$ cat src/rtl/wid_pkg.sv
package wid_pkg;

  localparam int NPIPE = 5;

  typedef enum logic [2:0] {
    OC_SP     = 3'd0,
    OC_INT    = 3'd1,
    OC_DP     = 3'd2,
    OC_SFU    = 3'd3,
    OC_ALUSFU = 3'd4,
    OC_TC     = 3'd5,
    OC_MEM    = 3'd6,
    OC_RSV    = 3'd7
  } opclass_e;

  typedef enum logic [2:0] {
    PP_SP   = 3'd0,
    PP_INT  = 3'd1,
    PP_DP   = 3'd2,
    PP_SFU  = 3'd3,
    PP_TC   = 3'd4,
    PP_NONE = 3'd7
  } pipe_e;

  // true when different-unit mode forbids cand right after prev
  function automatic logic repeat_block(logic diff, pipe_e prev, pipe_e cand);
    return diff && (prev == cand);
  endfunction

  // pipe selection for one instruction; PP_NONE means it cannot issue
  function automatic pipe_e route_op(opclass_e cls, pipe_e prev, logic diff,
                                     logic int_on, logic dp_on,
                                     logic [NPIPE-1:0] avail);
    pipe_e sel;
    logic  general;
    sel     = PP_NONE;
    general = (cls == OC_SP) || (cls == OC_INT) || (cls == OC_ALUSFU);
    if (general) begin
      if (int_on && avail[PP_INT] && (cls != OC_SP) &&
          !repeat_block(diff, prev, PP_INT))
        sel = PP_INT;
      else if (avail[PP_SP] && (!int_on || (cls == OC_SP)) &&
               !repeat_block(diff, prev, PP_SP))
        sel = PP_SP;
      else if ((cls == OC_ALUSFU) && avail[PP_SFU] &&
               !repeat_block(diff, prev, PP_SFU))
        sel = PP_SFU;
    end else if ((cls == OC_DP) && dp_on) begin
      if (avail[PP_DP] && !repeat_block(diff, prev, PP_DP))
        sel = PP_DP;
    end else if ((cls == OC_DP) || (cls == OC_SFU)) begin
      if (avail[PP_SFU] && !repeat_block(diff, prev, PP_SFU))
        sel = PP_SFU;
    end else if (cls == OC_TC) begin
      if (avail[PP_TC] && !repeat_block(diff, prev, PP_SP))
        sel = PP_TC;
    end
    return sel;
  endfunction

endpackage

$ cat src/rtl/wid_slot_cap.sv
module wid_slot_cap #(
  parameter int NUM_SCHED = 4,
  parameter int SID_W     = 2,
  parameter int CW        = 3
) (
  input  logic [NUM_SCHED-1:0] free_vec,
  input  logic                 sub_core,
  input  logic [SID_W-1:0]     sid,
  output logic [CW-1:0]        cap
);

  always_comb begin
    cap = '0;
    if (sub_core) begin
      cap = CW'(free_vec[sid]);
    end else begin
      for (int i = 0; i < NUM_SCHED; i++)
        cap = cap + CW'(free_vec[i]);
    end
  end

endmodule

$ cat src/rtl/wid_stage.sv
module wid_stage
  import wid_pkg::*;
#(
  parameter int CW = 3
) (
  input  logic                       go_in,
  input  logic                       vld,
  input  logic [2:0]                 cls,
  input  pipe_e                      prev_in,
  input  logic [NPIPE-1:0][CW-1:0]   used_in,
  input  logic [NPIPE-1:0][CW-1:0]   cap,
  input  logic                       diff,
  input  logic                       int_on,
  input  logic                       dp_on,
  output logic                       take,
  output pipe_e                      pipe_sel,
  output logic [NPIPE-1:0][CW-1:0]   used_out
);

  logic [NPIPE-1:0] avail;

  always_comb begin
    for (int p = 0; p < NPIPE; p++)
      avail[p] = used_in[p] < cap[p];
  end

  assign pipe_sel = route_op(opclass_e'(cls), prev_in, diff, int_on, dp_on, avail);
  assign take     = go_in && vld && (pipe_sel != PP_NONE);

  always_comb begin
    used_out = used_in;
    for (int p = 0; p < NPIPE; p++)
      if (take && (int'(pipe_sel) == p))
        used_out[p] = used_in[p] + CW'(1);
  end

endmodule

$ cat src/rtl/warp_issue_dispatch.sv
module warp_issue_dispatch
  import wid_pkg::*;
#(
  parameter int MAX_ISSUE = 2,
  parameter int NUM_SCHED = 4,
  localparam int SID_W = (NUM_SCHED > 1) ? $clog2(NUM_SCHED) : 1,
  localparam int CNT_W = $clog2(MAX_ISSUE + 1)
) (
  input  logic                       clk,
  input  logic                       rst_n,
  input  logic                       diff_unit_en,
  input  logic                       sub_core_en,
  input  logic                       int_units_en,
  input  logic                       dp_units_en,
  input  logic [SID_W-1:0]           sched_id,
  input  logic                       warp_wait,
  input  logic [MAX_ISSUE-1:0]       ibuf_vld,
  input  logic [3*MAX_ISSUE-1:0]     ibuf_cls,
  input  logic [NUM_SCHED-1:0]       sp_free,
  input  logic [NUM_SCHED-1:0]       int_free,
  input  logic [NUM_SCHED-1:0]       dp_free,
  input  logic [NUM_SCHED-1:0]       sfu_free,
  input  logic [NUM_SCHED-1:0]       tc_free,
  output logic [NPIPE*MAX_ISSUE-1:0] o_strobe,
  output logic [CNT_W-1:0]           o_count
);

  localparam int BIG = (NUM_SCHED > MAX_ISSUE) ? NUM_SCHED : MAX_ISSUE;
  localparam int CW  = $clog2(BIG + 1);

  logic [NPIPE-1:0][NUM_SCHED-1:0] free_all;
  logic [NPIPE-1:0][CW-1:0]        cap;

  // named per-slot events, also observed by the checker
  logic [MAX_ISSUE-1:0]            slot_take;
  pipe_e                           slot_pipe [MAX_ISSUE];
  logic [MAX_ISSUE-1:0]            slot_go;
  pipe_e                           slot_prev [MAX_ISSUE];
  logic [NPIPE-1:0][CW-1:0]        used_c    [MAX_ISSUE+1];

  logic [NPIPE*MAX_ISSUE-1:0]      strobe_d;
  logic [CNT_W-1:0]                cnt_d;

  assign free_all = {tc_free, sfu_free, dp_free, int_free, sp_free};

  genvar p;
  generate
    for (p = 0; p < NPIPE; p++) begin : g_cap
      wid_slot_cap #(.NUM_SCHED(NUM_SCHED), .SID_W(SID_W), .CW(CW)) u_cap (
        .free_vec (free_all[p]),
        .sub_core (sub_core_en),
        .sid      (sched_id),
        .cap      (cap[p])
      );
    end
  endgenerate

  assign used_c[0] = '0;

  genvar k;
  generate
    for (k = 0; k < MAX_ISSUE; k++) begin : g_slot
      if (k == 0) begin : g_first
        assign slot_go[k]   = ~warp_wait;
        assign slot_prev[k] = PP_NONE;
      end else begin : g_next
        assign slot_go[k]   = slot_take[k-1];
        assign slot_prev[k] = slot_pipe[k-1];
      end

      wid_stage #(.CW(CW)) u_stg (
        .go_in    (slot_go[k]),
        .vld      (ibuf_vld[k]),
        .cls      (ibuf_cls[3*k +: 3]),
        .prev_in  (slot_prev[k]),
        .used_in  (used_c[k]),
        .cap      (cap),
        .diff     (diff_unit_en),
        .int_on   (int_units_en),
        .dp_on    (dp_units_en),
        .take     (slot_take[k]),
        .pipe_sel (slot_pipe[k]),
        .used_out (used_c[k+1])
      );

      assign strobe_d[NPIPE*k +: NPIPE] =
        slot_take[k] ? (NPIPE'(1) << slot_pipe[k]) : '0;
    end
  endgenerate

  // issued count taken from the capacity bookkeeping, not from the strobes
  always_comb begin
    cnt_d = '0;
    for (int q = 0; q < NPIPE; q++)
      cnt_d = cnt_d + CNT_W'(used_c[MAX_ISSUE][q]);
  end

  always_ff @(posedge clk or negedge rst_n) begin
    if (!rst_n) begin
      o_strobe <= '0;
      o_count  <= '0;
    end else begin
      o_strobe <= strobe_d;
      o_count  <= cnt_d;
    end
  end

endmodule

$ cat config.mk
export PLATFORM = sky130hd
export DESIGN_NAME = warp_issue_dispatch
export DESIGN_NICKNAME = d
export VERILOG_FILES = /design/src/rtl/wid_pkg.sv /design/src/rtl/wid_slot_cap.sv /design/src/rtl/wid_stage.sv /design/src/rtl/warp_issue_dispatch.sv
export SDC_FILE = /design/constraint.sdc
export NUM_CORES = 1
export LEC_CHECK = 0
export BUFFER_PORTS_ARGS = -buffer_cell sky130_fd_sc_hd__buf_2
export CAP_MARGIN = 20
export CORE_MARGIN = 1
export CORE_UTILIZATION = 50
export DETAILED_ROUTE_END_ITERATION = 10
export PLACE_DENSITY = 0.73
export SLEW_MARGIN = 10
export SYNTH_ARGS = -nofsm -noshare
export SYNTH_HDL_FRONTEND = slang
export SYNTH_HIERARCHICAL = 1
export SYNTH_SLANG_ARGS = --single-unit
$ cat constraint.sdc
create_clock -name clk -period 0.8 [get_ports clk]
set_input_delay 0.08 -clock clk [delete_from_list [all_inputs] [get_ports clk]]
set_output_delay 0.08 -clock clk [all_outputs]
set_load 0.02 [all_outputs]
==> results of run 1 <==
==> power groups by stage <==
stage | Combinational [uW] | Clock (uW) | Sequential, uW
after global placement | 2230 | 0 | 684
after CTS | 2740 | 693 | 693
final | 3370 | 711 | 702
after floorplan | 1280 | 0 | 763
after global routing | 3510 | 740 | 700
after detailed placement | 2300 | 0 | 687
==> registers in the layout, summed over array words and instances (netlist names) <==
| name | cells |
|---|---|
| o_strobe | 10 |
| o_count | 2 |
==> per-stage QoR <==
step           setup TNS [ns]  instances  instance area [sq um]
2_1_floorplan          -29.69        337                   2955
3_3_place_gp           -36.05        535                   3920
3_5_place_dp           -37.06        535                   3920
4_1_cts                -32.98        554                   4436
5_1_grt                -40.29        562                   4593
6_report               -38.80        562                   4593
==> worst paths after layout <==
check                             from           to  depth (start not counted)
max in group asynchronous        rst_n  o_strobe[5]                          2
setup / recovery            tc_free[0]   o_count[1]                         23
min in group clk           ibuf_vld[1]  o_strobe[9]                          6
hold / removal                   rst_n  o_strobe[6]                          2
==> final cells by class <==
cell class	count	area (sq um)	area share (%)
Antenna cell	1	2.502	0.05448
Clock buffer	4	55.05	1.199
Inverter	42	157.7	3.432
Multi-Input combinational cell	281	2765	60.20
Sequential cell	12	300.3	6.538
Tap cell	67	83.83	1.825
Timing Repair Buffer	155	1229	26.75
==> critical path: cells and delay by family <==
family          cells  cell delay (ns)
fa+ha+maj           7             2.68
compound gates      5             1.32
xor+xnor            4             0.76
simple gates        3             0.73
buf+inv             4             0.29
==> per-layer routing <==
layer | global-route usage (%) | wire length [um] | vias to the layer above
li1 | - | - | 1393
met1 | 39.38 | 4411 | 1622
met2 | 72.17 | 6052 | 378
met3 | 9.877 | 1547 | 193
met4 | 31.20 | 1698 | 0
met5 | 0 | 0 | -
==> repair_timing <==
action / CTS / global route
gates resized for setup: 70 / 26
cloned: 0 / 0
endpoints found under the hold margin: 12 / 0
setup buffers: 25 / 10
hold buffers: 1 / 0
pin swaps: 39 / 37
setup endpoints to repair: 24 / 24
==> flow_summary.json, run 1 <==
{
  "status": "complete, but fails checks",
  "violations": "setup timing",
  "finalCriticalPeriod_ns": 5.725,
  "grt-ovfl-total": 0,
  "final_max_slew_viol_count": 0,
  "grt_max_degree": 13,
  "cts.path.max_buffers": 2,
  "drtIter0Drc": 427,
  "final_antenna_net_count": 0,
  "die_w_um": 73.50,
  "cts.sinks": 12,
  "grt_antenna_before_repair": 1,
  "crit_type": "in2reg",
  "die-height_um": 73.50,
  "hold_slack_ns": 0.2642,
  "grt.total_usage_pct": 40.23,
  "rsz0062_at_grt": "true",
  "crit_chain": "buf_2 -> ha_1 -> fa_1 -> ha_1 -> nor2b_1 -> inv_1 -> ha_1 -> a21oi_2 -> o21ai_0 -> a221o_1 -> xnor2_2 -> or3b_1 -> o211ai_1 -> nand3_1 -> a221o_1 -> xnor2_2 -> fa_1 -> inv_1 -> fa_1 -> inv_2 -> fa_2 -> xnor2_2 -> xnor3_1",
  "cp_max_fo": 2,
  "core-area_sq_mm": 0.004817,
  "final_util_pct": 95.35,
  "grt_pass1_wl_um": 15940,
  "drv_cap": 0,
  "drc_errors": 0,
  "critPathLaunchType": "input pin",
  "h-tree-depth": 1,
  "via_per_inst": 6.381,
  "area_growth_pct": 79.69,
  "syn-cell-area_sq_mm": 0.002556,
  "die_area_sq_mm": 0.005402,
  "dp_hpwl_um": 6068,
  "io_pins": 49,
  "post-place-ws_ns": -4.733,
  "cp_slowest_cell": "fa_1",
  "fmax_mhz": 174.7,
  "p_clk_share_pct": 14.9,
  "worst_slew_pin_slew_ns": 0.6511,
  "cp_data_arrival_time_ns": 5.84,
  "setup_viol": 24,
  "avgSynthCellArea_sq_um": 8.845,
  "wire_per_inst_um": 24.40,
  "place.gp.congestion": 0.8431,
  "yosysWarningCount": 6,
  "min_path_type": "in2async",
  "most-common-layout-cells": "buf_4, conb_1, inv_1, buf_2, ha_1",
  "synthCells": 289,
  "finalNetCount": 580,
  "p_switching_uw": 2033,
  "slew_headroom_pct": 56.40,
  "p_int_uw": 2750,
  "p_per_area_mw_per_mm2": 1041,
  "cts-buffers-inserted": 3,
  "finalHoldViolations": 0,
  "wirelength_um": 13710,
  "clock-root-buffer": "clkbuf_8",
  "routed-via-count": 3586,
  "floorplan.initialDensity_pct": 53.06,
  "layout_commonest_cell": "buf_4",
  "end_kind": "register",
  "cpPeakStageDelay_ns": 0.50,
  "cts_tree": "yes",
  "pwr-share-seq_pct": 14.7,
  "final_layout_size_suffix_gt1_share_pct": 51.21,
  "comb_power_share_pct": 70.5,
  "p_sw_share_pct": 42.50,
  "cts.reportedPaths.clkPinSlew_ns": 0.06,
  "grt_pass1_vias": 3404,
  "fillers": 128,
  "final.setup.worst_slack_ns": -4.925,
  "worstPathRequired_ns": 0.92,
  "fin_crit_sh_pct": 715.7,
  "io_buffers": 48,
  "firstDrtPassIters": 5,
  "p_leak_uw": 0.002292,
  "peakVddDrop_mv": 1.300,
  "total_power_uw": 4783,
  "rows": 25
}
Power figures use the tool's default switching activity.
==> run 2: changes to the inputs <==
- PLACE_DENSITY: 0.73 -> 0.79
- SYNTH_HIERARCHICAL: 1 -> default
==> run 2 against run 1 <==
Compared with the run above: the run still ends with setup timing left; hold slack got worse by 0.056 ns; sequential share of layout area increased by 4.9 points; combinational power decreased by 55%; final cell count decreased by 50%; non-clock buffer count decreased by 53; power decreased by 47%; worst setup slack improved by 1.4 ns; first-iteration DRC count decreased by 75%; synthesized cell count decreased by 49%; sequential power decreased by 9.8%; critical endpoint unchanged; largest cell class unchanged.
==> flow_summary.json, run 2 <==
{
  "status": "complete, but fails checks",
  "violations": "setup timing",
  "finalNetCount": 310,
  "dp_hpwl_um": 3582,
  "placed_cells": 270,
  "yosysWarningCount": 0,
  "wirelength_um": 6638,
  "grt_antenna_before_repair": 0,
  "synth-edff-count": 0,
  "clock-root-buffer": "clkbuf_4",
  "rows": 19,
  "cp_num_buf_inv": 3,
  "cts_tree": "yes",
  "yosys-top-cells-count": "ha_1, dfrtp_1, fa_1, mux2i_1, nor2_1",
  "cts.reportedPaths.clkPinSlew_ns": 0.08,
  "crit_type": "in2reg",
  "wire_per_inst_um": 23.79,
  "grt-ovfl-total": 0,
  "area_growth_pct": 77.74,
  "drtIter0Drc": 106,
  "final_max_slew_viol_count": 0,
  "slew_headroom_pct": 71.19,
  "finalCriticalPeriod_ns": 4.375,
  "cpPeakStageDelay_ns": 0.53,
  "netlist_top_cells_area": "dfrtp_1, ha_1, fa_1, mux2i_1, xnor2_1",
  "p_sw_share_pct": 38.37,
  "most-common-layout-cells": "buf_4, buf_2, buf_6, dfrtp_1, ha_4",
  "die-height_um": 56.27,
  "critPathLaunchType": "input pin",
  "final.setup.worst_slack_ns": -3.575,
  "top_regs": "o_strobe x10, o_count x2",
  "avgSynthCellArea_sq_um": 9.950,
  "synth_top_flop_cell": "dfrtp_1",
  "floorplan.initialDensity_pct": 52.95,
  "grt.total_usage_pct": 32.37,
  "multi_input_area_sq_mm": 0.001414,
  "synthCells": 148,
  "ys_async_sr_fraction_pct": 100.0,
  "cts.path.max_buffers": 2,
  "place_area_sq_mm": 0.002238,
  "crit_family": "adder cells",
  "fin_crit_sh_pct": 546.8,
  "p_leak_uw": 0.001186,
  "design_area_sq_mm": 0.002618,
  "p_switching_uw": 973.1,
  "antenna_cells": 0,
  "max_flop_register": "o_strobe",
  "layout.cells.non_filler": 279,
  "routed-via-count": 1850,
  "yosysSeqAreaShare_pct": 20.39,
  "io_pins": 49,
  "final_layout_size_suffix_gt1_share_pct": 63.71,
  "place.gp.congestion": 0.9366,
  "synth_most_common_cell": "ha_1",
  "finalHoldViolations": 0,
  "drc_errors": 0,
  "ys_types": 53,
  "cts.sinks": 12,
  "h-tree-depth": 1,
  "p_per_area_mw_per_mm2": 968.8,
  "cts-buffers-inserted": 3,
  "fmax_mhz": 228.6,
  "via_per_inst": 6.631,
  "p_clk_share_pct": 15.0,
  "die_area_sq_mm": 0.003166,
  "die_w_um": 56.27,
  "comb_power_share_pct": 60.0,
  "cp_slowest_cell": "fa_1",
  "io_buffers": 48,
  "fillers": 80,
  "firstDrtPassIters": 5,
  "crit_chain": "buf_8 -> ha_4 -> fa_2 -> ha_4 -> or4_4 -> o211a_4 -> a221o_1 -> o2111ai_2 -> a21o_4 -> nor4b_4 -> ha_1 -> inv_2 -> fa_1 -> inv_1 -> fa_1 -> fa_2 -> xnor2_2 -> xnor2_1",
  "synthDominantCellAreaShare_pct": 20.39,
  "grt_pass1_vias": 1816,
  "core-area_sq_mm": 0.002781,
  "pwr-share-seq_pct": 25.0,
  "end_kind": "register",
  "largest_reg_flops": 10,
  "final_util_pct": 94.11,
  "setup_viol": 24,
  "total_power_uw": 2536,
  "rsz0062_at_grt": "true",
  "layout_commonest_cell": "buf_4",
  "post-place-ws_ns": -3.869,
  "layout.area.seq_sq_um": 300.3,
  "peakVddDrop_mv": 1.291,
  "p_int_uw": 1563,
  "ys_ff_latch": 12,
  "drv_cap": 0,
  "synth_top_cell_by_area": "dfrtp_1",
  "syn_nets": 208,
  "cp_data_arrival_time_ns": 4.52,
  "grt_max_degree": 13,
  "min_path_type": "in2async",
  "grt_pass1_wl_um": 8031,
  "final_antenna_net_count": 0,
  "worst_slew_pin_slew_ns": 0.4277,
  "cp_max_fo": 4,
  "syn-cell-area_sq_mm": 0.001473,
  "worstPathRequired_ns": 0.94
}
[run 2: changes by cell type in the layout (fill, tap and decap cells not counted), moves of 6 or more]
| cell | previous run | this run |
|---|---|---|
| nand2_1 | 20 | 6 |
| ha_1 | 29 | 5 |
| xnor2_2 | 7 | 1 |
| inv_1 | 38 | 6 |
| nor2b_1 | 7 | 1 |
| buf_4 | 93 | 50 |
| conb_1 | 50 | 0 |
| mux2_2 | 6 | 0 |
| mux2_4 | 9 | 0 |
| nand3_2 | 8 | 0 |
| buf_6 | 28 | 21 |
[run 2: logic make-up (layout without fill, tap and decap cells)]
logic type | after synthesis | in the layout | share of synthesized area [%]
compound gates | 36 | 36 | 20.56
xor+xnor | 7 | 7 | 4.163
fa+ha+maj | 24 | 24 | 24.30
buf+inv | 13 | 113 | 4.333
flops | 12 | 12 | 20.39
mux | 9 | 9 | 6.967
simple gates | 47 | 47 | 19.29
[run 2: repair_timing]
action	in CTS	in global routing
setup buffers	5	4
hold endpoints to repair	12	0
gates resized for setup	51	23
setup endpoints to repair	24	24
pin swaps	19	7
hold buffers	1	0
[run 2: power groups by stage]
stage	Clock [uW]	Combinational [uW]	Sequential, uW
after global routing	413	1580	634
after detailed placement	0	1150	640
after global placement	0	1090	639
after floorplan	0	629	664
after CTS	368	1300	633
final	381	1520	633
[run 2: area by class of cell]
class                   instances  area share [%]
well taps                      31           1.482
clock buffers                   3          0.8604
multi-input cells             123           54.02
flip-flops and latches         12           11.47
inverters                       8           1.147
repair buffers                102           31.02
[run 2: stage by stage]
| stage | hold WS, ns | TNS (ns) |
|---|---|---|
| 6_report | 0.2078 | -21.22 |
| 5_1_grt | 0.2010 | -21.84 |
| 4_1_cts | 0.1564 | -19.83 |
| 3_5_place_dp | -0.03791 | -23.78 |
| 3_3_place_gp | -0.04511 | -22.73 |
| 2_1_floorplan | -0.2156 | -19.14 |
[run 2: how the worst max path moves through the flow]
stage	start	to	slack, ns	depth (start not counted)
global route	int_free[0]	o_count[1]	-3.66	18
CTS	int_free[0]	o_count[1]	-3.44	18
floorplan	int_free[0]	o_count[1]	-3.47	17
finish	int_free[0]	o_count[1]	-3.57	18
detailed placement	sfu_free[0]	o_count[1]	-3.87	19
global placement	int_free[0]	o_count[1]	-3.68	18
[run 2: metal layers]
metal / share of wire (%) / GRT usage [%] / wire length [um] / up-vias
met5: 0 / 0 / 0 / -
met3: 6.9 / 3.917 / 458 / 57
met4: 8.1 / 19.86 / 538 / 0
met1: 34 / 35.15 / 2233 / 874
met2: 51 / 59.35 / 3408 / 157
li1: - / - / - / 762
